<file path="src/rtl/spi_ctl_pkg.sv">
package spi_ctl_pkg;
  localparam logic [1:0] A_CTRL = 2'd0;
  localparam logic [1:0] A_STAT = 2'd1;
  localparam logic [1:0] A_DATA = 2'd2;

  // control layout, bit 0 upward: en, mstr, cpol, cpha, rate[1:0], ss_off
  typedef struct packed {
    logic       ss_off;
    logic [1:0] rate;
    logic       cpha;
    logic       cpol;
    logic       mstr;
    logic       en;
  } cfg_t;

  // status layout, bit 0 upward: done, wcol, modf
  typedef struct packed {
    logic modf;
    logic wcol;
    logic done;
  } flags_t;

  function automatic int unsigned half_period(input logic [1:0] r);
    case (r)
      2'd0:    return 1;
      2'd1:    return 2;
      2'd2:    return 8;
      default: return 16;
    endcase
  endfunction
endpackage

</file>
<file path="src/rtl/spi_rate_gen.sv">
module spi_rate_gen
  import spi_ctl_pkg::*;
#(
  parameter int CNT_W = 5
) (
  input  logic       clk,
  input  logic       rst_n,
  input  logic       run,
  input  logic [1:0] rate,
  output logic       tick
);
  logic [CNT_W-1:0] cnt_q;
  logic [CNT_W-1:0] lim;

  always_comb lim = CNT_W'(half_period(rate) - 1);

  assign tick = run && (cnt_q == lim);

  always_ff @(posedge clk or negedge rst_n) begin
    if (!rst_n)            cnt_q <= '0;
    else if (!run || tick) cnt_q <= '0;
    else                   cnt_q <= cnt_q + 1'b1;
  end

  // every rate above the fastest leaves at least one idle clock between ticks
  a_r5_tick_spacing: assert property (@(posedge clk) disable iff (!rst_n)
    (tick && run && rate != 2'd0) |=> !tick);
endmodule

</file>
<file path="src/rtl/spi_shift_core.sv">
module spi_shift_core #(
  parameter int NBITS = 8
) (
  input  logic             clk,
  input  logic             rst_n,
  input  logic             cpha,
  input  logic             run,
  input  logic             edge_ev,
  input  logic             load,
  input  logic [NBITS-1:0] load_data,
  input  logic             present,
  input  logic             in_bit,
  output logic             out_bit,
  output logic             last_edge,
  output logic             done,
  output logic             mid,
  output logic [NBITS-1:0] rx_data
);
  localparam int NEDGE = 2 * NBITS;
  localparam int EC_W  = $clog2(NEDGE);

  logic [EC_W-1:0]  ecnt_q;
  logic [NBITS-1:0] sreg_q;
  logic [NBITS-1:0] rx_q;
  logic             out_q;
  logic             done_q;
  logic             step;
  logic             smp;

  assign step      = run && edge_ev;
  assign smp       = (ecnt_q[0] == cpha);
  assign last_edge = step && (ecnt_q == EC_W'(NEDGE - 1));
  assign mid       = (ecnt_q != '0);
  assign out_bit   = out_q;
  assign done      = done_q;
  assign rx_data   = rx_q;

  always_ff @(posedge clk or negedge rst_n) begin
    if (!rst_n) begin
      ecnt_q <= '0;
      sreg_q <= '0;
      rx_q   <= '0;
      out_q  <= 1'b0;
      done_q <= 1'b0;
    end else begin
      done_q <= last_edge;
      if (!run)      ecnt_q <= '0;
      else if (step) ecnt_q <= last_edge ? '0 : ecnt_q + 1'b1;

      if (load)             sreg_q <= load_data;
      else if (step && smp) sreg_q <= {sreg_q[NBITS-2:0], in_bit};

      if (present)                       out_q <= load ? load_data[NBITS-1] : sreg_q[NBITS-1];
      else if (step && !smp && !last_edge) out_q <= sreg_q[NBITS-1];

      if (last_edge) rx_q <= smp ? {sreg_q[NBITS-2:0], in_bit} : sreg_q;
    end
  end

  // the closing edge of a byte returns the edge counter to its start
  a_r2_edge_wrap: assert property (@(posedge clk) disable iff (!rst_n)
    last_edge |=> !mid);
  // completion is a single-cycle event
  a_r2_done_pulse: assert property (@(posedge clk) disable iff (!rst_n)
    done |=> !done);
endmodule

</file>
<file path="src/rtl/spi_regfile.sv">
module spi_regfile
  import spi_ctl_pkg::*;
#(
  parameter int DW = 8
) (
  input  logic          clk,
  input  logic          rst_n,
  input  logic          reg_wr,
  input  logic          reg_rd,
  input  logic [1:0]    reg_addr,
  input  logic [DW-1:0] reg_wdata,
  output logic [DW-1:0] reg_rdata,
  input  logic          busy,
  input  logic          done_ev,
  input  logic          ss_n_i,
  input  logic [DW-1:0] rx_data,
  output cfg_t          cfg,
  output logic          load,
  output logic          modf_ev,
  output logic          irq
);
  localparam int CFG_W = $bits(cfg_t);

  cfg_t   cfg_q;
  flags_t flg_q;
  flags_t seen_q;
  logic   wr_ctrl, wr_data, rd_stat, acc_data, wcol_ev;

  assign wr_ctrl  = reg_wr && (reg_addr == A_CTRL);
  assign wr_data  = reg_wr && (reg_addr == A_DATA);
  assign rd_stat  = reg_rd && (reg_addr == A_STAT);
  assign acc_data = (reg_wr || reg_rd) && (reg_addr == A_DATA);

  assign modf_ev = cfg_q.en && cfg_q.mstr && !cfg_q.ss_off && !ss_n_i;
  assign wcol_ev = wr_data && busy;
  assign load    = wr_data && !busy && !modf_ev;
  assign cfg     = cfg_q;
  assign irq     = flg_q.done || flg_q.modf;

  always_comb begin
    case (reg_addr)
      A_CTRL:  reg_rdata = DW'(cfg_q);
      A_STAT:  reg_rdata = DW'(flg_q);
      A_DATA:  reg_rdata = rx_data;
      default: reg_rdata = '0;
    endcase
  end

  always_ff @(posedge clk or negedge rst_n) begin
    if (!rst_n) begin
      cfg_q  <= '0;
      flg_q  <= '0;
      seen_q <= '0;
    end else begin
      if (modf_ev) begin
        cfg_q.en   <= 1'b0;
        cfg_q.mstr <= 1'b0;
      end else if (wr_ctrl) begin
        cfg_q <= cfg_t'(reg_wdata[CFG_W-1:0]);
      end

      if (rd_stat)       seen_q <= flg_q;
      else if (acc_data) seen_q <= '0;

      flg_q <= flags_t'((acc_data ? (flg_q & ~seen_q) : flg_q) | {modf_ev, wcol_ev, done_ev});
    end
  end

  // a fault demotes the block and leaves the fault bit standing
  a_r10_modf_demotes: assert property (@(posedge clk) disable iff (!rst_n)
    modf_ev |=> (!cfg_q.en && !cfg_q.mstr && flg_q.modf));
  // a data write during a transfer is recorded as a collision
  a_r9_wcol_recorded: assert property (@(posedge clk) disable iff (!rst_n)
    (wr_data && busy) |=> flg_q.wcol);
  // a data access with nothing seen by a status read keeps done set
  a_r12_no_blind_clear: assert property (@(posedge clk) disable iff (!rst_n)
    (acc_data && flg_q.done && !seen_q.done) |=> flg_q.done);
endmodule

</file>
<file path="src/rtl/spi_port_ctl.sv">
module spi_port_ctl
  import spi_ctl_pkg::*;
#(
  parameter int DW     = 8,
  parameter int RCNT_W = 5
) (
  input  logic          clk,
  input  logic          rst_n,
  input  logic          reg_wr,
  input  logic          reg_rd,
  input  logic [1:0]    reg_addr,
  input  logic [DW-1:0] reg_wdata,
  output logic [DW-1:0] reg_rdata,
  output logic          irq_o,
  input  logic          ss_n_i,
  input  logic          sck_i,
  output logic          sck_o,
  output logic          sck_oe,
  input  logic          mosi_i,
  output logic          mosi_o,
  output logic          mosi_oe,
  input  logic          miso_i,
  output logic          miso_o,
  output logic          miso_oe
);
  cfg_t            cfg;
  logic            load, modf_ev, busy;
  logic            tick, run, step_ev, present, in_bit;
  logic            out_bit, last_edge, done, mid;
  logic [DW-1:0]   rx_data;
  logic            m_mode, s_sel, start, s_fall, abort;
  logic            m_busy_q, sck_q, sck_prev_q, ss_prev_q, fdone_q;

  assign m_mode  = cfg.en && cfg.mstr;
  assign s_sel   = cfg.en && !cfg.mstr && !ss_n_i;
  assign start   = load && m_mode;
  assign s_fall  = s_sel && ss_prev_q;
  assign abort   = modf_ev || !cfg.en;
  assign run     = m_mode ? m_busy_q : (s_sel && !fdone_q);
  assign step_ev = m_mode ? tick : (sck_i != sck_prev_q);
  assign present = (start || s_fall) && !cfg.cpha;
  assign in_bit  = m_mode ? miso_i : mosi_i;
  assign busy    = m_mode ? m_busy_q : (s_sel && (mid || !cfg.cpha));

  spi_regfile #(.DW(DW)) regs_i (
    .clk(clk), .rst_n(rst_n),
    .reg_wr(reg_wr), .reg_rd(reg_rd), .reg_addr(reg_addr),
    .reg_wdata(reg_wdata), .reg_rdata(reg_rdata),
    .busy(busy), .done_ev(done), .ss_n_i(ss_n_i), .rx_data(rx_data),
    .cfg(cfg), .load(load), .modf_ev(modf_ev), .irq(irq_o)
  );

  spi_rate_gen #(.CNT_W(RCNT_W)) rate_i (
    .clk(clk), .rst_n(rst_n), .run(m_busy_q && m_mode),
    .rate(cfg.rate), .tick(tick)
  );

  spi_shift_core #(.NBITS(DW)) core_i (
    .clk(clk), .rst_n(rst_n), .cpha(cfg.cpha), .run(run),
    .edge_ev(step_ev), .load(load), .load_data(reg_wdata),
    .present(present), .in_bit(in_bit), .out_bit(out_bit),
    .last_edge(last_edge), .done(done), .mid(mid), .rx_data(rx_data)
  );

  always_ff @(posedge clk or negedge rst_n) begin
    if (!rst_n) begin
      m_busy_q   <= 1'b0;
      sck_q      <= 1'b0;
      sck_prev_q <= 1'b0;
      ss_prev_q  <= 1'b1;
      fdone_q    <= 1'b0;
    end else begin
      sck_prev_q <= sck_i;
      ss_prev_q  <= ss_n_i;

      if (abort || last_edge) m_busy_q <= 1'b0;
      else if (start)         m_busy_q <= 1'b1;

      if (!m_busy_q)  sck_q <= cfg.cpol;
      else if (tick)  sck_q <= ~sck_q;

      if (!s_sel)                                  fdone_q <= 1'b0;
      else if (last_edge && !cfg.cpha && !m_mode)  fdone_q <= 1'b1;
    end
  end

  assign sck_o   = m_mode ? sck_q : cfg.cpol;
  assign sck_oe  = m_mode;
  assign mosi_o  = out_bit;
  assign mosi_oe = m_mode;
  assign miso_o  = out_bit;
  assign miso_oe = s_sel;

  // a master byte always begins from the idle clock level
  a_r3_start_idle: assert property (@(posedge clk) disable iff (!rst_n)
    $rose(m_busy_q) |-> (sck_q == cfg.cpol));
  // a deselected slave never drives MISO
  a_r6_miso_quiet: assert property (@(posedge clk) disable iff (!rst_n)
    ss_n_i |-> !miso_oe);
  // after a fault the pins are released and the byte is dropped
  a_r10_pins_released: assert property (@(posedge clk) disable iff (!rst_n)
    modf_ev |=> (!sck_oe && !mosi_oe && !m_busy_q));
endmodule

</file>
<file path="config.mk">
export PLATFORM = sky130hd
export DESIGN_NAME = spi_port_ctl
export DESIGN_NICKNAME = d
export VERILOG_FILES = /design/src/rtl/spi_ctl_pkg.sv /design/src/rtl/spi_rate_gen.sv /design/src/rtl/spi_shift_core.sv /design/src/rtl/spi_regfile.sv /design/src/rtl/spi_port_ctl.sv
export SDC_FILE = /design/constraint.sdc
export NUM_CORES = 1
export LEC_CHECK = 0
export ABC_AREA = 1
export BUFFER_PORTS_ARGS = -buffer_cell sky130_fd_sc_hd__buf_2
export CAP_MARGIN = 25
export CORE_MARGIN = 2
export CORE_UTILIZATION = 55
export CTS_BUF_LIST = sky130_fd_sc_hd__clkbuf_16
export DETAILED_ROUTE_END_ITERATION = 8
export PLACE_DENSITY = 0.76
export SYNTH_ARGS = -nofsm -noshare
export SYNTH_HDL_FRONTEND = slang
export SYNTH_SLANG_ARGS = --single-unit
</file>
<file path="constraint.sdc">
create_clock -name clk -period 2.98 [get_ports clk]
set_input_delay 0 -clock clk [delete_from_list [all_inputs] [get_ports clk]]
set_output_delay 0 -clock clk [all_outputs]
set_load 0.01 [all_outputs]
</file>
==> impl_metrics.csv <==
group,metric,value,unit
layout,seq_area,0.00113,mm2
placement,place_hpwl,4.22,mm
power_and_ir_drop,switching_share,33.0,%
global_routing,grt-busiest-layer,"met2",
power_and_ir_drop,intPower,1.31,mW
power_and_ir_drop,combPwrFrac,26.6,%
synthesis,netlist_area,0.00255,mm2
detailed_routing,drcViolationCount,0,
sta,fin_crit_sh,70.3,%
worst_setup_path,critPathMaxFanout,17,
run,cap_violations,0,
worst_setup_path,start_kind,"register",
worst_setup_path,r2r_cells,12,
synthesis,yosys.area.top_type,"dfrtp_1",
synthesis,ys_top_cells_by_area,"dfrtp_1 43%, nand2_1 12%, inv_1 8.2%",
floorplan,ios,33,
floorplan,core,0.00441,mm2
sta,setup_tns,0,ns
layout,multi_input_area,0.00116,mm2
placement,place.gp.congestion,0.840,
synthesis,ys_ff_latch,45,
floorplan,rows,24,
synthesis,synth_commonest_cells,"84 x nand2_1, 56 x inv_1, 44 x dfrtp_1, 28 x nand3_1, 26 x nor2_1",
worst_setup_path,r2r-start,"regs_i.cfg[5]",
sta,max_freq,477,MHz
cts,htreeDepth,2,
worst_setup_path,r2r_end,"core_i.rx_data[1]",
sta,slew_viol_final,0,
cts,numCtsBuffers,5,
cts,clockRootBuffer,"clkbuf_16",
layout,antenna_cells,0,
floorplan,die_w,72.1,um
worst_setup_path,r2r_slack,0.89,ns
cts,cts.repair.resized,0,
power_and_ir_drop,cellPowerDensity,660,mW/mm2
sta,fin_ws,0.886,ns
detailed_routing,dr.pass1.iters,4,
worst_hold_path,hp-class,"in2reg",
worst_setup_path,arrival,2.31,ns
power_and_ir_drop,power_frac_seq,41.6,%
placement,dp_slack,0.899,ns
detailed_routing,drt.antenna.violating_nets,0,
run_status,status,"complete, no violations",
global_routing,use_met2,37.0,%
global_routing,antenna_found_initial,0,
sta,rsz0062_at_grt,"false",
synthesis,netlist.area_leader.share,43.2,%
layout,fin_nets,389,
floorplan,fp.dieH,72.1,um
global_routing,grt.total_usage,23.6,%
synthesis,yosysUniqueCellTypes,33,
sta,finalSetupViolations,0,
floorplan,start_util,57.8,%
detailed_routing,drt-total-wl,5.72,mm
worst_hold_path,holdPathStages,3,
sta,max_slew_margin,46.6,%
synthesis,synth_seq_area_share,44.2,%
global_routing,groute.layer.met1.usage,32.4,%
synthesis,syn-num-nets,352,
power_and_ir_drop,clock_power_share,31.8,%
worst_setup_path,cp-startpoint,"regs_i.cfg[5]",
sta,period_minus_slack,2.09,ns
placement,buffer_ports.inserted,32,
worst_setup_path,crit_required,3.19,ns
sta,finalHoldViolations,0,
floorplan,dieArea,0.00520,mm2
sta,skew,0.00785,ns
cts,clock_path_buffers,2,
worst_setup_path,crit_type,"reg2reg",
cts,clkSinkCount,45,
cts,clkTransAtPathRegs,0.07,ns
global_routing,grt_pass1_vias,2047,
detailed_routing,vias,2196,
detailed_routing,drtIter0Drc,132,
cts,cts_tree,"done",
power_and_ir_drop,irDropWorstVdd,445,uV
synthesis,synthCells,330,
synthesis,async_flop_share,100,%
synthesis,synth_ff_type,"dfrtp_1",
layout,area_growth,15.8,%
synthesis,avgSynthCellArea,7.73,um2
detailed_routing,vias_per_cell,5.23,
global_routing,grt_max_degree,46,
synthesis,yosys_warnings,0,
power_and_ir_drop,p_switching,0.642,mW
worst_setup_path,cp-end-kind,"register",
cts,cts_setup_buffers,0,
synthesis,yosysMostFrequentCell,"nand2_1",
worst_hold_path,min_to,"regs_i.cfg[6]",
worst_hold_path,hold_start,"reg_wdata[6]",
global_routing,grt_overflow,0,
sta,whs,0.00253,ns
layout,drive_gt1_share,15.8,%
global_routing,grt_pass1_wl,9.42,mm
layout,num-fill-cells,406,
sta,tightest_slew,0.796,ns
power_and_ir_drop,p_leak,1.52,nW
detailed_routing,avgRoutedWirePerCell,13.6,um
cts,worstSkewPairLatency,0.29,ns
synthesis,synth_edf_count,0,
global_routing,met3_usage,5.42,%
[layer usage]
| metal | routed length, um | up-vias |
|---|---|---|
| li1 | - | 1128 |
| met4 | 78 | 0 |
| met1 | 2730 | 1010 |
| met2 | 2680 | 50 |
| met5 | 0 | - |
| met3 | 223 | 8 |
[worst max-delay path, cell delays in order, from the launching register on]
cell     delay (ns)
dfrtp_1        0.40
inv_1          0.15
nand2_1        0.08
ha_1           0.31
nand2_1        0.06
nand3_1        0.13
nor2_4         0.17
nand3_4        0.12
nand2_8        0.12
nand2_4        0.08
nor2_8         0.22
nand2_1        0.09
o21ai_1        0.08
[cells in the final DEF (no fill, tap or decap), types with 7 or more instances in the layout]
cell / instances
a21oi_1: 9
buf_2: 32
dfrtp_1: 44
inv_1: 56
nand2_1: 84
nand3_1: 28
nor2_1: 26
o21ai_0: 24
o21ai_1: 7
o22ai_1: 11
[power groups by stage]
stage	registers [mW]	logic [mW]	clock network, mW
after floorplan	0.797	0.386	0
after global placement	0.816	0.501	0
after detailed placement	0.820	0.511	0
after CTS	0.809	0.518	0.629
after global routing	0.826	0.592	0.651
final	0.812	0.519	0.619
[metrics by stage]
step	instances	power, mW	util (%)	area (um2)
after floorplan	330	1.18	-	2550
after global placement	407	1.32	61.8	2730
after detailed placement	407	1.33	61.8	2730
after CTS	419	1.96	66.5	2930
after global routing	420	2.07	66.9	2950
final	420	1.95	66.9	2950
[flip-flops by register name, summed over array words and instances, names as in the netlist]
signal          flops
regs_i.flg_q        3
core_i.ecnt_q       4
core_i.out_bit      1
regs_i.seen_q       3
ss_prev_q           1
rate_i.cnt_q        5
core_i.sreg_q       8
regs_i.cfg          7
core_i.done         1
fdone_q             1
core_i.rx_data      8
m_busy_q            1
sck_prev_q          1
sck_q               1
[cells by family after synthesis]
| kind of cell | Yosys count | share of synthesized area (%) |
|---|---|---|
| simple gates | 154 | 28.5 |
| compound gates | 59 | 13.4 |
| buf+inv | 64 | 10.3 |
| fa+ha+maj | 4 | 1.96 |
| flops | 45 | 44.2 |
| xor+xnor | 4 | 1.67 |
[worst max-delay path by stage]
stage | slack [ns] | endpoint
2_1_floorplan | 1.09 | core_i.rx_data[0]
4_1_cts | 0.88 | core_i.rx_data[1]
6_report | 0.89 | core_i.rx_data[1]
3_5_place_dp | 0.90 | core_i.rx_data[1]
3_3_place_gp | 0.99 | core_i.rx_data[2]
5_1_grt | 0.68 | core_i.rx_data[6]
[repair_timing]
item / 4_1_cts / 5_1_grt
hold buffers: 4 / 0
endpoints found under the setup margin: 0 / 0
hold endpoints to repair: 47 / 0
[cell type report]
type	instances	share of cell area, %
multi-input cells	221	39.3
flip-flops and latches	45	38.2
repair buffers	37	7.45
inverters	57	7.24
clock buffers	5	4.24
well taps	52	2.20
clock inverters	3	1.40
No activity file was read; power rests on OpenSTA's default activity.
